===== src/rtl/pio_pkg.sv =====
package pio_pkg;

  typedef enum logic [1:0] {
    ST_IDLE    = 2'd0,
    ST_SETUP   = 2'd1,
    ST_ACTIVE  = 2'd2,
    ST_RECOVER = 2'd3
  } pioState_t;

  // Strobes from control to datapath.
  typedef struct packed {
    logic load;      // request accepted this cycle
    logic selOn;     // drive chip selects and address
    logic strobeOn;  // active phase
    logic holdOn;    // post-write hold window
    logic capture;   // read strobe rises on this edge
  } pioCtl_t;

endpackage


===== src/rtl/pio_ctrl.sv =====
module pio_ctrl
  import pio_pkg::*;
#(
  parameter int CntW     = 8,
  parameter int IordyCap = 51
) (
  input  logic            clk,
  input  logic            rstN,
  input  logic            reqValid,
  input  logic [CntW-1:0] setupLen,
  input  logic [CntW-1:0] actMin,
  input  logic [CntW-1:0] recLen,
  input  logic [CntW-1:0] wstLen,
  input  logic            isWrite,
  input  logic            iordyUse,
  input  logic            iordySync,
  output pioCtl_t         ctl,
  output logic [CntW-1:0] actLen,
  output logic            reqReady,
  output logic            done,
  output logic            timeout
);

  localparam logic [CntW-1:0] CapCnt = CntW'(IordyCap);
  localparam logic [CntW-1:0] One    = CntW'(1);

  pioState_t       state;
  logic [CntW-1:0] cnt;
  logic [CntW-1:0] recLenQ;
  logic            minMet;
  logic            iordyHold;
  logic            capHit;
  logic            exitAct;
  logic            exitTmo;
  logic            setupEnd;
  logic            recEnd;

  assign minMet    = cnt >= actMin;
  assign iordyHold = iordyUse && !iordySync;
  assign capHit    = cnt >= CapCnt;
  assign exitAct   = (state == ST_ACTIVE) && minMet && (!iordyHold || capHit);
  assign exitTmo   = exitAct && iordyHold;
  assign setupEnd  = (state == ST_SETUP) && (cnt >= setupLen);
  assign recEnd    = (state == ST_RECOVER) && (cnt >= recLenQ);
  assign actLen    = cnt;
  assign reqReady  = (state == ST_IDLE);

  always_comb begin
    ctl          = '0;
    ctl.load     = (state == ST_IDLE) && reqValid;
    ctl.selOn    = (state != ST_IDLE);
    ctl.strobeOn = (state == ST_ACTIVE);
    ctl.holdOn   = (state == ST_RECOVER) && isWrite && (cnt <= wstLen);
    ctl.capture  = exitAct && !isWrite;
  end

  always_ff @(posedge clk or negedge rstN) begin
    if (!rstN) begin
      state   <= ST_IDLE;
      cnt     <= '0;
      recLenQ <= '0;
      done    <= 1'b0;
      timeout <= 1'b0;
    end else begin
      done <= recEnd;
      unique case (state)
        ST_IDLE: begin
          if (reqValid) begin
            state   <= ST_SETUP;
            cnt     <= One;
            timeout <= 1'b0;
          end
        end
        ST_SETUP: begin
          if (setupEnd) begin
            state <= ST_ACTIVE;
            cnt   <= One;
          end else begin
            cnt <= cnt + One;
          end
        end
        ST_ACTIVE: begin
          if (exitAct) begin
            state   <= ST_RECOVER;
            cnt     <= One;
            recLenQ <= recLen;
            timeout <= exitTmo;
          end else begin
            cnt <= cnt + One;
          end
        end
        ST_RECOVER: begin
          if (recEnd) begin
            state <= ST_IDLE;
            cnt   <= '0;
          end else begin
            cnt <= cnt + One;
          end
        end
        default: state <= ST_IDLE;
      endcase
    end
  end

endmodule


===== src/rtl/pio_dpath.sv =====
module pio_dpath
  import pio_pkg::*;
#(
  parameter int DataW      = 16,
  parameter int CntW       = 8,
  parameter int SyncStages = 2
) (
  input  logic             clk,
  input  logic             rstN,
  input  pioCtl_t          ctl,
  input  logic [4:0]       reqSel,
  input  logic             reqWrite,
  input  logic             reqIsReg,
  input  logic [DataW-1:0] reqWdata,
  input  logic [2:0]       pioMode,
  input  logic             iordyEn,
  input  logic [CntW-1:0]  tSetup,
  input  logic [CntW-1:0]  tAct8,
  input  logic [CntW-1:0]  tRec8,
  input  logic [CntW-1:0]  tCyc8,
  input  logic [CntW-1:0]  tAct16,
  input  logic [CntW-1:0]  tRec16,
  input  logic [CntW-1:0]  tCyc16,
  input  logic [CntW-1:0]  actLen,
  input  logic             busIordy,
  input  logic [DataW-1:0] busDataIn,
  output logic [CntW-1:0]  setupLen,
  output logic [CntW-1:0]  actMin,
  output logic [CntW-1:0]  recLen,
  output logic [CntW-1:0]  wstLen,
  output logic             isWrite,
  output logic             iordyUse,
  output logic             iordySync,
  output logic             busCs0N,
  output logic             busCs1N,
  output logic [2:0]       busAddr,
  output logic             busDiorN,
  output logic             busDiowN,
  output logic [DataW-1:0] busDataOut,
  output logic             busDataOe,
  output logic [DataW-1:0] rdData
);

  localparam logic [CntW-1:0] One = CntW'(1);

  logic [4:0]       selQ;
  logic [DataW-1:0] wdQ;
  logic [CntW-1:0]  setupQ, actQ, recQ, cycQ;
  logic [CntW-1:0]  actPick, recPick, cycPick, wstPick;
  logic [CntW-1:0]  leftover, recBase, recFloor;
  logic [SyncStages-1:0] syncQ;

  // Timing set chosen by access width.
  always_comb begin
    if (reqIsReg) begin
      actPick = tAct8;
      recPick = tRec8;
      cycPick = tCyc8;
    end else begin
      actPick = tAct16;
      recPick = tRec16;
      cycPick = tCyc16;
    end
    unique case (pioMode)
      3'd0:       wstPick = CntW'(3);
      3'd1, 3'd2: wstPick = CntW'(2);
      default:    wstPick = CntW'(1);
    endcase
  end

  always_ff @(posedge clk or negedge rstN) begin
    if (!rstN) begin
      selQ     <= 5'b00011;
      wdQ      <= '0;
      setupQ   <= One;
      actQ     <= One;
      recQ     <= One;
      cycQ     <= '0;
      wstLen   <= One;
      isWrite  <= 1'b0;
      iordyUse <= 1'b0;
    end else if (ctl.load) begin
      selQ     <= reqSel;
      wdQ      <= reqWdata;
      setupQ   <= (tSetup == '0) ? One : tSetup;
      actQ     <= (actPick == '0) ? One : actPick;
      recQ     <= recPick;
      cycQ     <= cycPick;
      wstLen   <= wstPick;
      isWrite  <= reqWrite;
      iordyUse <= iordyEn;
    end
  end

  // IORDY synchronizer chain.
  generate
    if (SyncStages == 1) begin : g_sync1
      always_ff @(posedge clk or negedge rstN) begin
        if (!rstN) syncQ <= '1;
        else       syncQ <= busIordy;
      end
    end else begin : g_syncN
      always_ff @(posedge clk or negedge rstN) begin
        if (!rstN) syncQ <= '1;
        else       syncQ <= {syncQ[SyncStages-2:0], busIordy};
      end
    end
  endgenerate
  assign iordySync = syncQ[SyncStages-1];

  // Recovery length from the actual active length.
  always_comb begin
    leftover = (cycQ > actLen) ? (cycQ - actLen) : '0;
    recBase  = (leftover > recQ) ? leftover : recQ;
    recFloor = (recBase == '0) ? One : recBase;
    recLen   = (isWrite && (recFloor < wstLen)) ? wstLen : recFloor;
  end

  assign setupLen = setupQ;
  assign actMin   = actQ;

  always_ff @(posedge clk or negedge rstN) begin
    if (!rstN)            rdData <= '0;
    else if (ctl.capture) rdData <= busDataIn;
  end

  assign busCs0N    = ctl.selOn ? selQ[0] : 1'b1;
  assign busCs1N    = ctl.selOn ? selQ[1] : 1'b1;
  assign busAddr    = ctl.selOn ? selQ[4:2] : 3'b000;
  assign busDiorN   = !(ctl.strobeOn && !isWrite);
  assign busDiowN   = !(ctl.strobeOn && isWrite);
  assign busDataOut = wdQ;
  assign busDataOe  = (ctl.strobeOn && isWrite) || ctl.holdOn;

endmodule


===== src/rtl/pio_cycle_engine.sv =====
module pio_cycle_engine
  import pio_pkg::*;
#(
  parameter int DataW    = 16,
  parameter int CntW     = 8,
  parameter int IordyCap = 51
) (
  input  logic             clk,
  input  logic             rstN,
  input  logic             reqValid,
  output logic             reqReady,
  input  logic [4:0]       reqSel,
  input  logic             reqWrite,
  input  logic             reqIsReg,
  input  logic [DataW-1:0] reqWdata,
  input  logic [2:0]       pioMode,
  input  logic             iordyEn,
  input  logic [CntW-1:0]  tSetup,
  input  logic [CntW-1:0]  tAct8,
  input  logic [CntW-1:0]  tRec8,
  input  logic [CntW-1:0]  tCyc8,
  input  logic [CntW-1:0]  tAct16,
  input  logic [CntW-1:0]  tRec16,
  input  logic [CntW-1:0]  tCyc16,
  output logic             busCs0N,
  output logic             busCs1N,
  output logic [2:0]       busAddr,
  output logic             busDiorN,
  output logic             busDiowN,
  output logic [DataW-1:0] busDataOut,
  output logic             busDataOe,
  input  logic [DataW-1:0] busDataIn,
  input  logic             busIordy,
  output logic [DataW-1:0] rdData,
  output logic             done,
  output logic             timeout
);

  pioCtl_t         ctl;
  logic [CntW-1:0] setupLen, actMin, recLen, wstLen, actLen;
  logic            isWrite, iordyUse, iordySync;

  pio_ctrl #(.CntW(CntW), .IordyCap(IordyCap)) u_ctrl (
    .clk(clk), .rstN(rstN), .reqValid(reqValid),
    .setupLen(setupLen), .actMin(actMin), .recLen(recLen), .wstLen(wstLen),
    .isWrite(isWrite), .iordyUse(iordyUse), .iordySync(iordySync),
    .ctl(ctl), .actLen(actLen), .reqReady(reqReady),
    .done(done), .timeout(timeout)
  );

  pio_dpath #(.DataW(DataW), .CntW(CntW), .SyncStages(2)) u_dpath (
    .clk(clk), .rstN(rstN), .ctl(ctl),
    .reqSel(reqSel), .reqWrite(reqWrite), .reqIsReg(reqIsReg),
    .reqWdata(reqWdata), .pioMode(pioMode), .iordyEn(iordyEn),
    .tSetup(tSetup), .tAct8(tAct8), .tRec8(tRec8), .tCyc8(tCyc8),
    .tAct16(tAct16), .tRec16(tRec16), .tCyc16(tCyc16),
    .actLen(actLen), .busIordy(busIordy), .busDataIn(busDataIn),
    .setupLen(setupLen), .actMin(actMin), .recLen(recLen), .wstLen(wstLen),
    .isWrite(isWrite), .iordyUse(iordyUse), .iordySync(iordySync),
    .busCs0N(busCs0N), .busCs1N(busCs1N), .busAddr(busAddr),
    .busDiorN(busDiorN), .busDiowN(busDiowN),
    .busDataOut(busDataOut), .busDataOe(busDataOe), .rdData(rdData)
  );

endmodule


===== config.mk =====
export PLATFORM = sky130hd
export DESIGN_NAME = pio_cycle_engine
export DESIGN_NICKNAME = d
export VERILOG_FILES = /design/src/rtl/pio_pkg.sv /design/src/rtl/pio_ctrl.sv /design/src/rtl/pio_dpath.sv /design/src/rtl/pio_cycle_engine.sv
export SDC_FILE = /design/constraint.sdc
export NUM_CORES = 1
export LEC_CHECK = 0
export ABC_AREA = 1
export BUFFER_PORTS_ARGS = -buffer_cell sky130_fd_sc_hd__buf_2
export CAP_MARGIN = 20
export CORE_ASPECT_RATIO = 1.25
export CORE_MARGIN = 1.5
export CORE_UTILIZATION = 35
export CTS_CLUSTER_DIAMETER = 200
export DETAILED_ROUTE_END_ITERATION = 8
export PLACE_DENSITY_LB_ADDON = 0.1
export SLEW_MARGIN = 20
export SYNTH_ARGS = -nofsm -noshare
export SYNTH_HDL_FRONTEND = slang
export SYNTH_SLANG_ARGS = --single-unit

===== constraint.sdc =====
create_clock -name clk -period 4.9 [get_ports clk]
set_clock_uncertainty 0.1 [all_clocks]
set_input_delay 0.49 -clock clk [delete_from_list [all_inputs] [get_ports clk]]
set_output_delay 0.49 -clock clk [all_outputs]
set_load 0.005 [all_outputs]

Word level (Yosys, flattened, before mapping) --
Index checks and enable logic that the tools add are counted.
Cells by class: muxes and demuxes 26, shift-type cells 0, multiply operators 0, bitwise gates (word level) 0, equality and inequality tests 9, magnitude comparators 8, $add $sub $neg 2, reduce and logical (&&, ||, !) cells 31, div/mod/pow operators 0
Operators by type and width (count):
- $mux W8 | 13
- $pmux W8 S4 | 1
- $ge A8 B8 Y1 | 3
- $logic_not A8 Y1 | 3
- $gt A8 B8 Y1 | 2
- $logic_and A1 B1 Y1 | 13
- $add A8 B1 Y8 const B | 1
- $ge A8 B6 Y1 const B | 1
- $le A8 B8 Y1 | 1
- $lt A8 B8 Y1 | 1
- $mux W2 | 4
- $pmux W2 S4 | 1
- $sub A8 B8 Y8 | 1
- $logic_not A1 Y1 | 5
- $eq A2 B2 Y1 const B | 2
- $mux W1 | 4
- $ne A2 B1 Y1 const B | 2
- $ne A2 B2 Y1 const B | 2
- $pmux W2 S2 | 1
- $reduce_and A4 Y1 | 1
- $reduce_bool A2 Y1 | 2
- $eq A3 B1 Y1 const B | 1
- $eq A3 B2 Y1 const B | 1
- $logic_not A3 Y1 | 1
- other kinds (8) | 9
Word-level totals: output and inout port bits 43, memories 0, flip-flop bits (word level) 101, input bits 103, RAM bits 0, bits in latches 0, ROM bits 0

Logic depth before layout (Yosys ltp) --
Gate-level depths: netlist (run 1).
word-level depth 9, mapped depth 32, mapped depth without buffers 31

Hierarchy --
Synthesis (run 1) repeated with hierarchy kept, for this count alone.
Unflattened totals: cells, all modules 769, area, all modules 5934.4 um2
Modules (own cells, without submodules):
- pio_dpath | cells each 500, seq. area each 1886.8 um2, area an instance 4047.6 um2, instances 1
- pio_ctrl | cells each 269, seq. area each 500.5 um2, area an instance 1886.8 um2, instances 1

Worst setup path before layout (run 1) --
Ideal clock, no wire load.
path kind reg2reg, from register u_dpath.cycQ[0], to register u_ctrl.recLenQ[1], arrival 3164 ps, setup slack 1518 ps, stages on the path, launching flop included 26, buffers on the path 1, cells stage by stage dfrtp_1 inv_1 ha_1 inv_1 fa_1 nand2_1 nand2_1 nand3_2 nand2_1 nand2_4 nor2_1 ha_1 a21oi_1 nor2_1 nor2_1 nand2_1 nand2_2 buf_6 nand2_1 o21a_4 ha_1 nor3_2 and2_4 nand3_1 nand3_1 nand2_1
Between the ends: word-level cells in the longest chain between the ends 9, elaborated cells on any way between the ends 10, classes of those cells add/sub (1); order compare (3); mux (4); reduce/logical (2)
Ends and longest elaborated chain:
- from (decl) | line pio_dpath.sv:48 | logic [CntW-1:0] setupQ, actQ, recQ, cycQ;
- from (signal assigned) | line pio_dpath.sv:88 | cycQ <= cycPick;
- $sub A8 B8 Y8 or $gt A8 B8 Y1 (tied branches) | line pio_dpath.sv:113 | leftover = (cycQ > actLen) ? (cycQ - actLen) : '0;
- $mux W8 * | line pio_dpath.sv:113
- $gt A8 B8 Y1 | line pio_dpath.sv:114 | recBase = (leftover > recQ) ? leftover : recQ;
- $mux W8 * | line pio_dpath.sv:114
- $logic_not A8 Y1 | line pio_dpath.sv:115 | recFloor = (recBase == '0) ? One : recBase;
- $mux W8 * | line pio_dpath.sv:115
- $lt A8 B8 Y1 | line pio_dpath.sv:116 | recLen = (isWrite && (recFloor < wstLen)) ? wstLen : recFloor;
- $logic_and A1 B1 Y1 | line pio_dpath.sv:116
- $mux W8 * | line pio_dpath.sv:116
- to (signal assigned) | line pio_ctrl.sv:86 | recLenQ <= recLen;
- to (decl) | line pio_ctrl.sv:29 | logic [CntW-1:0] recLenQ;
Every way passes the cells marked *; elsewhere a longest branch is shown, timed or not. A chain may end at the register's enable or synchronous reset.

Worst setup path in the final report (run 1) --
from register u_ctrl.cnt[3] (netlist: u_ctrl.actLen[3]), to register u_ctrl.recLenQ[1]
Between the ends: word-level cells in the longest chain between the ends 9, elaborated cells on any way between the ends 16, classes of those cells add/sub (1); order compare (5); mux (4); reduce/logical (6)
Ends and longest elaborated chain:
- from (decl) | line pio_ctrl.sv:28 | logic [CntW-1:0] cnt;
- from (signal assigned) | line pio_ctrl.sv:70 | cnt <= One;
- from (signal assigned) | line pio_ctrl.sv:77 | cnt <= One;
- from (signal assigned) | line pio_ctrl.sv:79 | cnt <= cnt + One;
- $sub A8 B8 Y8 or $gt A8 B8 Y1 (tied branches) | line pio_dpath.sv:113
- $mux W8 | line pio_dpath.sv:113
- $gt A8 B8 Y1 | line pio_dpath.sv:114
- $mux W8 | line pio_dpath.sv:114
- $logic_not A8 Y1 | line pio_dpath.sv:115
- $mux W8 | line pio_dpath.sv:115
- $lt A8 B8 Y1 | line pio_dpath.sv:116
- $logic_and A1 B1 Y1 | line pio_dpath.sv:116
- $mux W8 | line pio_dpath.sv:116
Parallel ways exist; a longest one is shown, timed or not.

==> results of run 1 <==
[layout make-up]
| class | instances | area [um2] | share of cell area [%] |
|---|---|---|---|
| Clock buffer | 11 | 253 | 3.68 |
| Clock inverter | 5 | 40.0 | 0.584 |
| Inverter | 98 | 368 | 5.36 |
| Multi-Input combinational cell | 474 | 2790 | 40.7 |
| Sequential cell | 95 | 2390 | 34.8 |
| Tap cell | 212 | 265 | 3.87 |
| Timing Repair Buffer | 149 | 758 | 11.1 |
[worst max-delay path by stage]
| stage | start | slack [ns] | to |
|---|---|---|---|
| after floorplan | u_dpath.cycQ[0]$_DFFE_PN0P_ | 1.52 | u_ctrl.recLenQ[1]$_DFFE_PN0P_ |
| after global placement | u_ctrl.actLen[3]$_DFFE_PN0P_ | 1.18 | u_ctrl.recLenQ[1]$_DFFE_PN0P_ |
| after detailed placement | u_ctrl.actLen[6]$_DFFE_PN0P_ | 1.12 | u_ctrl.recLenQ[1]$_DFFE_PN0P_ |
| after CTS | u_ctrl.actLen[6]$_DFFE_PN0P_ | 1.10 | u_ctrl.recLenQ[1]$_DFFE_PN0P_ |
| after global routing | u_ctrl.actLen[3]$_DFFE_PN0P_ | 0.77 | u_ctrl.recLenQ[1]$_DFFE_PN0P_ |
| final | u_ctrl.actLen[3]$_DFFE_PN0P_ | 1.11 | u_ctrl.recLenQ[1]$_DFFE_PN0P_ |
[report_power, final]
part	leakage [nW]	internal, mW	switching, mW
Clock	0.140	0.376	0.308
Combinational	2.35	1.02	1.65
Sequential	1.16	1.15	0.186
[synthesized netlist by cell type (all sizes together), types with 2 or more instances]
master   count  area [um2]
a21oi       43         223
buf          5        28.8
clkbuf      15        56.3
dfrtp       87        2180
dfstp        8         210
ha          48         601
inv         97         364
mux2        16         180
mux2i        6        60.1
nand2      193         764
nand2b       2        12.5
nand3       19         110
nand3b       2        15.0
nand4        6        37.5
nor2        49         216
nor3         2        15.0
o2111ai      3        26.3
o21ai       52         275
o22ai       14        87.6
or2          3        18.8
xor2         4        35.0
[registers in the layout (all words and copies together) (netlist names)]
register	count
u_ctrl.actLen	8
u_ctrl.done	1
u_ctrl.recLenQ	8
u_ctrl.state	2
u_ctrl.timeout	1
u_dpath.actMin	8
u_dpath.busDataOut	16
u_dpath.cycQ	8
u_dpath.iordyUse	1
u_dpath.isWrite	1
u_dpath.rdData	16
u_dpath.recQ	8
u_dpath.selQ	5
u_dpath.setupLen	8
u_dpath.syncQ	2
u_dpath.wstLen	2
[metrics by stage]
stage               hold slack [ns]  cells  cell area [um2]  setup slack [ns]
detailed placement            0.253   1028             6570              1.12
CTS                           0.125   1044             6860              1.10
finish                        0.135   1044             6860              1.11
global placement              0.250   1028             6570              1.18
global route                  0.125   1044             6860             0.768
floorplan                    0.0944    687             5630              1.52
[layer usage]
layer	global-route usage (%)	vias to the layer above	share of wire [%]
met5	0	-	0
met4	6.16	0	2.0
met1	22.4	2289	43
met3	5.58	18	6.1
li1	-	2497	-
met2	32.8	136	49
[placed cells by master, fill, tap and decap left out, types with 14 or more instances in the layout]
cell	n
nand3_1	16
buf_2	144
nand2_1	181
inv_1	90
a21oi_1	41
dfrtp_1	87
ha_1	48
o22ai_1	14
nor2_1	42
o21ai_0	48
[logic make-up after synthesis]
kind of cell	Yosys count	synth area share, %
multiplexers	22	4.27
adder cells (fa/ha/maj)	49	11.0
AO/OA/AOI/OAI	120	12.1
XOR/XNOR	4	0.622
buffers and inverters	118	8.04
AND/OR/NAND/NOR	279	21.5
flip-flops	95	42.4
[worst max-delay path, cell delays in order, from the launching register on]
cell	delay (ns)
dfrtp_1	0.46
inv_1	0.16
ha_1	0.39
or2_1	0.30
nand3b_1	0.13
nand2_1	0.06
nand2_1	0.05
nand2_1	0.04
nand2_1	0.07
inv_1	0.05
ha_1	0.26
nand2_1	0.06
nor2_1	0.15
nand4_1	0.14
nand2_2	0.25
nand2_1	0.11
o21a_4	0.14
ha_1	0.19
nor3_2	0.16
and2_4	0.17
nand3_1	0.08
nand3_1	0.09
nand2_1	0.05
==> results_dict.tcl, run 1 <==
set metrics [dict create \
    power_leakage_nw 3.65 \
    area_growth_pct 21.9 \
    finalPower_mw 4.70 \
    dr_total_vias 4940 \
    grt_max_degree 66 \
    drive_above_1_share_pct 26.1 \
    root_buffer "clkbuf_16" \
    coreArea_um2 15600 \
    ctsResizeCount 0 \
    wl_per_cell_um 14.3 \
    avgSynthCellArea_um2 8.20 \
    fp.dieH_um 145 \
    cp_max_fo 12 \
    drv_slew 0 \
    r2r-end "u_ctrl.recLenQ[1]$_DFFE_PN0P_" \
    maxCapViolations 0 \
    slew_headroom_pct 33.9 \
    ys_types 49 \
    grt_pass1_wl_um 24500 \
    rsz0062_at_grt "false" \
    fill_cells 1639 \
    cts_made_buffers 9 \
    dr.first_iter.drc_count 242 \
    antenna_found_initial 0 \
    r2r-start "u_ctrl.actLen[3]$_DFFE_PN0P_" \
    period_share_pct 77.3 \
    netlist_area_um2 5630 \
    fin_nets 979 \
    synth_warnings 0 \
    cts_sinks 95 \
    track_usage_pct 18.9 \
    criticalPathCategory "reg2reg" \
    start_kind "register" \
    postCtsSetupBuffers 0 \
    synthArstFlopShare_pct 100 \
    rows 51 \
    hpwl_um 11700 \
    finalSetupViolations 0 \
    num_antenna_cells 0 \
    clkTransAtPathRegs_ns 0.07 \
    postRouteAntennaNets 0 \
    synth_edf_count 0 \
    reg2reg_depth 22 \
    io_buffers 145 \
    post-route-util_pct 43.9 \
    hold_path_class "in2async" \
    period_needed_ns 3.79 \
    dieWidth_um 116 \
    status "complete, no violations" \
    hold_violations 0 \
    htree_levels 3 \
    syn_nets 839 \
    ios 146 \
    required_ns 5.03 \
    initial_core_util_pct 36.0 \
    overflow 0 \
    holdBufCountCts 0 \
    tightest_slew_ns 0.991 \
    die_area_um2 16900 \
    syn-instance-count 687 \
    gp_congestion 0.945 \
    crit_path_end_kind "register" \
    ir_drop_v 0.000375 \
    ys.flop_type "dfrtp_1" \
    grt_pass1_vias 5004 \
    rrSetupSlack_ns 1.11 \
    routed_via_density 4.73 \
    drc 0 \
    worstSkewPairLatency_ns 0.35 \
    p_per_area_nw_per_um2 684 \
    firstDrtPassIters 4 \
    critPathArrivalTime_ns 3.92 \
    max-clock-path-buffers 2 \
    routed_wirelength_um 14900 \
    cts_tree "done" \
    fmax_mhz 264 \
    finalSetupTns_ns 0 \
    synth-seq-cells 95 \
    ys_seq_area_share_pct 42.4 \
]
(Power assumes the default switching activity.)
==> run 2, diff against run 1 <==
--- a/config.mk
+++ b/config.mk
@@ -5,7 +5,7 @@
 export SDC_FILE = /design/constraint.sdc
 export NUM_CORES = 1
 export LEC_CHECK = 0
-export ABC_AREA = 1
+export ABC_AREA = 0
 export BUFFER_PORTS_ARGS = -buffer_cell sky130_fd_sc_hd__buf_2
 export CAP_MARGIN = 20
 export CORE_ASPECT_RATIO = 1.25
==> constraint.sdc (replaced) <==
create_clock -name clk -period 3.65 [get_ports clk]
set_clock_uncertainty 0.1 [all_clocks]
set_input_delay 0.365 -clock clk [delete_from_list [all_inputs] [get_ports clk]]
set_output_delay 0.365 -clock clk [all_outputs]
set_load 0.005 [all_outputs]
==> run 2 against run 1 <==
Effect of this change: the flow now finishes with violations (negative setup slack); global-route usage decreased by 0.22 points; largest cell class unchanged; highest routed layer unchanged; critical path depth decreased by 1; design area increased by 9.3%.
==> results_dict.tcl, run 2 <==
set metrics [dict create \
    status "finished, violations left" \
    failed_checks "negative setup slack" \
    slew_headroom_pct 47.9 \
    initial_core_util_pct 36.0 \
    cts_tree "done" \
    ys_seq_area_share_pct 42.5 \
    die_area_um2 16800 \
    synthXorXnorAreaFrac_pct 0.623 \
    drive_above_1_share_pct 42.3 \
    area_growth_pct 33.4 \
    drv_slew 0 \
    ys_top_cells_by_area "dfrtp_1 (39%), ha_1 (11%), mux2_2 (9.6%), mux2i_1 (5.2%), o21ai_0 (3.8%)" \
    routed_wirelength_um 15400 \
    reg2reg_depth 21 \
    start_kind "register" \
    hpwl_um 11900 \
    rsz0062_at_grt "true" \
    io_buffers 145 \
    cp_max_fo 3 \
    wl_per_cell_um 15.9 \
    period_share_pct 124 \
    hold_end "u_dpath.busDataOut[5]$_DFFE_PN0P_" \
    synthAdderAreaFrac_pct 11.0 \
    gp_congestion 0.853 \
    synth_top_family_by_area "multiplexers" \
    root_buffer "clkbuf_16" \
    fin_nets 902 \
    ios 146 \
    hold_violations 0 \
    cp_slowest_cell "or3b_4" \
    final_cell_mix "buf_2 (144), dfrtp_1 (87), buf_4 (66), mux2_2 (47)" \
    critPathArrivalTime_ns 4.67 \
    startpoint "u_dpath.cycQ[0]$_DFFE_PN0P_" \
    fmax_mhz 220 \
    routed_via_density 4.96 \
    power_leakage_nw 3.66 \
    multi_input_area_um2 3110 \
    crit_top_cell "buf_4" \
    avgSynthCellArea_um2 10.2 \
    r2r-end "u_ctrl.recLenQ[0]$_DFFE_PN0P_" \
    r2r-start "u_dpath.cycQ[0]$_DFFE_PN0P_" \
    grt_pass1_vias 4680 \
    p_per_area_nw_per_um2 1030 \
    cpPeakStageDelay_ns 0.41 \
    coreArea_um2 15600 \
    track_usage_pct 18.7 \
    grt_max_degree 85 \
    post_dp_cell_area_um2 7050 \
    cp_num_buf_inv 5 \
    finalPower_mw 7.75 \
    fp.dieH_um 145 \
    worstSkewPairLatency_ns 0.35 \
    clkTransAtPathRegs_ns 0.07 \
    num_antenna_cells 0 \
    layout_setup_ws_ns -0.887 \
    dp_cells 944 \
    grt_pass1_wl_um 24000 \
    max-clock-path-buffers 2 \
    final-seq-area_um2 2390 \
    period_needed_ns 4.54 \
    dr_total_vias 4797 \
    finalSetupTns_ns -1.80 \
    drc 0 \
    hold_path_class "in2reg" \
    tightest_slew_ns 0.781 \
    netlist_area_um2 5620 \
    final_common_cell "buf_2" \
    synth_compound_area_share_pct 14.4 \
    antenna_found_initial 0 \
    cp_cell_sequence "inv_2 > ha_4 > inv_2 > fa_2 > a211oi_4 > buf_4 > buf_4 > buf_4 > o21ai_0 > o21ai_1 > nor2_1 > ha_1 > a211oi_2 > nor2_2 > nor4bb_2 > or2_4 > mux2_4 > ha_4 > or3b_4 > or3_1 > a32o_1" \
    crit_family "simple AND/OR/NAND/NOR gates" \
    finalSetupViolations 3 \
    min_path_cells 2 \
    ys_types 61 \
    cts_sinks 95 \
    fin_cells 967 \
    rows 51 \
    syn_nets 701 \
    synth_warnings 0 \
    firstDrtPassIters 5 \
    postRouteAntennaNets 0 \
    synth_common_cells "dfrtp_1 (87), ha_1 (48), mux2_2 (48)" \
    syn-instance-count 549 \
    rrSetupSlack_ns -0.89 \
    dr.first_iter.drc_count 177 \
    synth-seq-cells 95 \
    ir_drop_v 0.000579 \
    hold_start "reqWdata[5]" \
    yosysMostFrequentCell "dfrtp_1" \
    yosys.area.top_type "dfrtp_1" \
    overflow 0 \
    synthArstFlopShare_pct 100 \
    synth_edf_count 0 \
    cts_made_buffers 9 \
    yosys.area.top_type_share_pct 38.7 \
    fill_cells 1528 \
    dieWidth_um 116 \
    htree_levels 3 \
    required_ns 3.79 \
    crit_path_end_kind "register" \
    ys.flop_type "dfrtp_1" \
    criticalPathCategory "reg2reg" \
    fin_area_um2 7500 \
    synthMuxAreaShare_pct 14.8 \
    maxCapViolations 0 \
    synthSimpleGateAreaFrac_pct 11.8 \
]
[run 2: logic make-up after synthesis]
| kind of cell | after synthesis |
|---|---|
| AO/OA/AOI/OAI | 123 |
| adder cells (fa/ha/maj) | 49 |
| XOR/XNOR | 4 |
| multiplexers | 77 |
| flip-flops | 95 |
| AND/OR/NAND/NOR | 131 |
| buffers and inverters | 70 |
[run 2: worst register-to-register path, cell delays in order, from the launching register on]
cell,delay [ns]
dfrtp_1,0.38
inv_2,0.06
ha_4,0.12
inv_2,0.03
fa_2,0.36
a211oi_4,0.29
buf_4,0.15
buf_4,0.09
buf_4,0.09
o21ai_0,0.07
o21ai_1,0.11
nor2_1,0.06
ha_1,0.19
a211oi_2,0.20
nor2_2,0.08
nor4bb_2,0.31
or2_4,0.19
mux2_4,0.31
ha_4,0.22
or3b_4,0.41
or3_1,0.38
a32o_1,0.22
[run 2: per-stage QoR]
step           util [%]  worst slack [ns]  hold WS (ns)
4_1_cts            47.6            -0.899         0.124
6_report           48.0            -0.887         0.141
3_5_place_dp       45.1             -1.06         0.251
5_1_grt            48.0             -1.05         0.129
3_3_place_gp       45.1            -0.975         0.246
2_1_floorplan         -            -0.854       -0.0306
[run 2: power by group]
group / internal, mW / total [mW] / switching (mW)
sequential: 1.55 / 1.87 / 0.311
combinational: 2.55 / 4.92 / 2.37
clock: 0.538 / 0.960 / 0.421
[run 2: repair_timing]
| action | CTS | global route |
|---|---|---|
| buffers inserted | 3 | 2 |
| resized for setup | 15 | 6 |
| endpoints found under the setup margin | 8 | 8 |
| endpoints found under the hold margin | 1 | 8 |
| hold buffers | 1 | 1 |
| pin swaps | 14 | 7 |
[run 2: layer usage]
metal	vias up	global-route usage, %	part of all wire, %
li1	2370	-	-
met1	2278	22.3	41
met2	132	33.6	52
met3	17	4.46	5.1
met4	0	4.94	1.5
met5	-	0	0
[run 2: cell type report]
class                      instances  area share (%)
clock buffer                      11            3.10
clock inverter                     5           0.851
inverter                          46            2.30
multi-input combinational        384            41.5
sequential                        95            31.8
tap                              212            3.54
timing repair buffer             214            16.9
[run 2: worst max-delay path by stage]
stage / cells after the start / endpoint / slack (ns)
after floorplan: 20 / u_ctrl.recLenQ[0]$_DFFE_PN0P_ / -0.85
after CTS: 21 / u_ctrl.recLenQ[1]$_DFFE_PN0P_ / -0.90
after detailed placement: 20 / u_ctrl.recLenQ[1]$_DFFE_PN0P_ / -1.06
after global placement: 19 / u_ctrl.recLenQ[0]$_DFFE_PN0P_ / -0.97
final: 21 / u_ctrl.recLenQ[0]$_DFFE_PN0P_ / -0.89
after global routing: 19 / u_ctrl.recLenQ[0]$_DFFE_PN0P_ / -1.05
==> run 3, diff against run 2 <==
--- a/config.mk
+++ b/config.mk
@@ -5,7 +5,6 @@
 export SDC_FILE = /design/constraint.sdc
 export NUM_CORES = 1
 export LEC_CHECK = 0
-export ABC_AREA = 0
 export BUFFER_PORTS_ARGS = -buffer_cell sky130_fd_sc_hd__buf_2
 export CAP_MARGIN = 20
 export CORE_ASPECT_RATIO = 1.25
@@ -17,4 +16,5 @@
 export SLEW_MARGIN = 20
 export SYNTH_ARGS = -nofsm -noshare
 export SYNTH_HDL_FRONTEND = slang
+export SYNTH_HIERARCHICAL = 1
 export SYNTH_SLANG_ARGS = --single-unit
==> run 3 against run 2 <==
Effect of this change: the flow still finishes with violations (negative setup slack); largest power group unchanged; sequential power down 5%; combinational power down 16%; die area up 4.8%.
==> results_dict.tcl, run 3 <==
set metrics [dict create \
    dr_total_vias 4877 \
    htree_levels 3 \
    comb_power_share_pct 59.9 \
    ys.flop_type "dfrtp_1" \
    holdBufCountCts 0 \
    fin_nets 920 \
    hpwl_um 11800 \
    cp_slowest_cell "dfrtp_1" \
    status "finished, violations left" \
    cts_tree "done" \
    hold_violations 0 \
    worstSkewPairLatency_ns 0.35 \
    yosys.area.top_type_share_pct 36.9 \
    cpPeakStageDelay_ns 0.38 \
    routed_wirelength_um 15400 \
    p_int_mw 4.22 \
    dieWidth_um 119 \
    track_usage_pct 17.7 \
    die_area_um2 17600 \
    layout_setup_ws_ns -0.751 \
    rsz0062_at_grt "true" \
    dr.first_iter.drc_count 187 \
    failed_checks "negative setup slack" \
    p_switching_mw 2.69 \
    root_buffer "clkbuf_16" \
    maxCapViolations 0 \
    tightest_slew_ns 0.966 \
    wl_per_cell_um 15.7 \
    ys_types 69 \
    max-clock-path-buffers 2 \
    synthSimpleGateAreaFrac_pct 13.1 \
    required_ns 3.79 \
    clkTransAtPathRegs_ns 0.07 \
    post-place-ws_ns -0.779 \
    sw_frac_of_total_pct 38.9 \
    ys_top_cells_by_area "dfrtp_1 (37%), mux2_2 (12%), ha_1 (11%), mux2i_1 (4.4%), a21oi_1 (3.9%)" \
    hold_path_class "in2reg" \
    fmax_mhz 227 \
    fp.dieH_um 148 \
    p_clk_share_pct 14.5 \
    rows 52 \
    synthAdderAreaFrac_pct 11.8 \
    cp_max_fo 4 \
    gp_congestion 0.885 \
    start_kind "register" \
    synth_common_cells "dfrtp_1 (87), mux2_2 (61), inv_1 (55)" \
    syn-instance-count 570 \
    ys_seq_area_share_pct 40.5 \
    synthMuxAreaShare_pct 16.5 \
    finalSetupViolations 7 \
    coreArea_um2 16300 \
    ios 146 \
    synthXorXnorAreaFrac_pct 1.49 \
    synth_edf_count 0 \
    postRouteAntennaNets 0 \
    grt_max_degree 75 \
    final_cell_mix "buf_2 (144), dfrtp_1 (85), mux2_2 (57), inv_1 (54), ha_1 (51)" \
    synth_compound_area_share_pct 11.0 \
    overflow 0 \
    firstDrtPassIters 4 \
    grt_pass1_wl_um 24800 \
    io_buffers 145 \
    final_common_cell "buf_2" \
    cts_made_buffers 9 \
    initial_core_util_pct 36.1 \
    netlist_area_um2 5900 \
    area_growth_pct 30.3 \
    yosysMostFrequentCell "dfrtp_1" \
    cts_sinks 95 \
    num_antenna_cells 0 \
    period_share_pct 121 \
    power_leakage_nw 3.87 \
    finalSetupTns_ns -2.28 \
    drc 0 \
    antenna_found_initial 0 \
    grt_pass1_vias 5196 \
    ir_drop_v 0.000408 \
    synth_top_family_by_area "multiplexers" \
    fill_cells 1567 \
    synthArstFlopShare_pct 100 \
    crit_path_end_kind "register" \
    cp_cell_sequence "inv_1 > ha_2 > inv_2 > fa_2 > a211oi_2 > or3b_4 > mux2i_2 > nor2_1 > nor2_1 > ha_1 > nand4_1 > a21oi_2 > o22ai_4 > mux2_4 > ha_4 > inv_1 > and2_4 > o32ai_2 > mux2_1 > mux2_2" \
    synth-seq-cells 95 \
    seqPwrFrac_pct 25.6 \
    yosys.area.top_type "dfrtp_1" \
    p_per_area_nw_per_um2 899 \
    slew_headroom_pct 35.6 \
    drv_slew 0 \
    avgSynthCellArea_um2 10.3 \
    finalPower_mw 6.91 \
    critPathArrivalTime_ns 4.54 \
    synth_warnings 6 \
    drive_above_1_share_pct 42.1 \
    criticalPathCategory "reg2reg" \
    period_needed_ns 4.40 \
    routed_via_density 4.96 \
]
run 3: cell count changes after synthesis, moves of 6 or more:
cell / delta
a211oi_1: -7
nand2_1: -28
nand3_1: -6
o21ai_0: -33
a21oi_1: +27
ha_1: +6
inv_1: +9
mux2_2: +13
nor2_1: +26
nand4_1: +6
run 3: final cells by class:
cell class | instances | area (um2) | area share (%)
clock inverters | 7 | 91.3 | 1.19
inverters | 55 | 206 | 2.69
multi-input cells | 401 | 3330 | 43.3
flip-flops and latches | 95 | 2390 | 31.1
well taps | 216 | 270 | 3.52
repair buffers | 200 | 1170 | 15.3
clock buffers | 9 | 225 | 2.93
run 3: worst max-delay path, delay by kind of cell, from the launching register on:
| kind | cells | cell delay [ns] |
|---|---|---|
| AO/OA/AOI/OAI | 4 | 0.73 |
| buffers and inverters | 3 | 0.14 |
| flip-flops | 1 | 0.38 |
| multiplexers | 4 | 1.20 |
| adder cells (fa/ha/maj) | 4 | 1.06 |
| AND/OR/NAND/NOR | 5 | 0.70 |
run 3: metal layers:
| metal | GRT usage [%] | wire (um) | vias up |
|---|---|---|---|
| met5 | 0 | 0 | - |
| met4 | 5.90 | 276 | 0 |
| met2 | 32.5 | 8090 | 117 |
| met3 | 4.03 | 728 | 20 |
| li1 | - | - | 2397 |
| met1 | 20.2 | 6340 | 2343 |
run 3: power groups by stage:
stage	registers, mW	logic [mW]	clock network (mW)
4_1_cts	1.77	3.69	1.03
2_1_floorplan	1.72	2.38	0
3_3_place_gp	1.77	3.57	0
5_1_grt	1.83	4.59	1.07
3_5_place_dp	1.78	3.63	0
6_report	1.77	4.14	1.00
run 3: worst paths after layout:
check / cells after the start / slack, ns / from / end
worst max-delay path: 20 / -0.75 / u_dpath/cycQ[0]$_DFFE_PN0P_ / u_ctrl/recLenQ[1]$_DFFE_PN0P_
worst min-delay path: 1 / 0.02 / busIordy / u_dpath/syncQ[0]$_DFF_PN1_
worst max register to register: 20 / -0.75 / u_dpath/cycQ[0]$_DFFE_PN0P_ / u_ctrl/recLenQ[1]$_DFFE_PN0P_
worst min register to register: 0 / 0.26 / u_dpath/syncQ[0]$_DFF_PN1_ / u_dpath/syncQ[1]$_DFF_PN1_
max in group asynchronous: 2 / 2.53 / rstN / u_dpath/wstLen[0]$_DFFE_PN1P_
min in group asynchronous: 1 / 0.05 / rstN / u_dpath/rdData[11]$_DFFE_PN0P_
run 3: cell families (layout without fill, tap and decap cells):
group | after synthesis | after routing
buffers and inverters | 79 | 271
AOI/OAI and AO/OA | 100 | 100
xor gates and xnor gates | 10 | 10
other | 1 | 6
adders and majority gates | 55 | 55
and+or+nand+nor | 141 | 141
DFF | 95 | 95
muxes | 89 | 89
run 3: repair_timing:
action,CTS,global route
buffers inserted,3,12
resized for setup,3,16
endpoints found under the setup margin,7,7
pin swaps,7,2
run 3: stage by stage:
step                instance area [um2]  util [%]  cells  hold WS [ns]
finish                             7680      47.0    983        0.0181
detailed placement                 7190      44.0    953         0.249
global route                       7680      47.0    983       0.00621
CTS                                7530      46.1    971       0.00646
floorplan                          5990         -    575       -0.0306
global placement                   7190      44.0    953         0.246
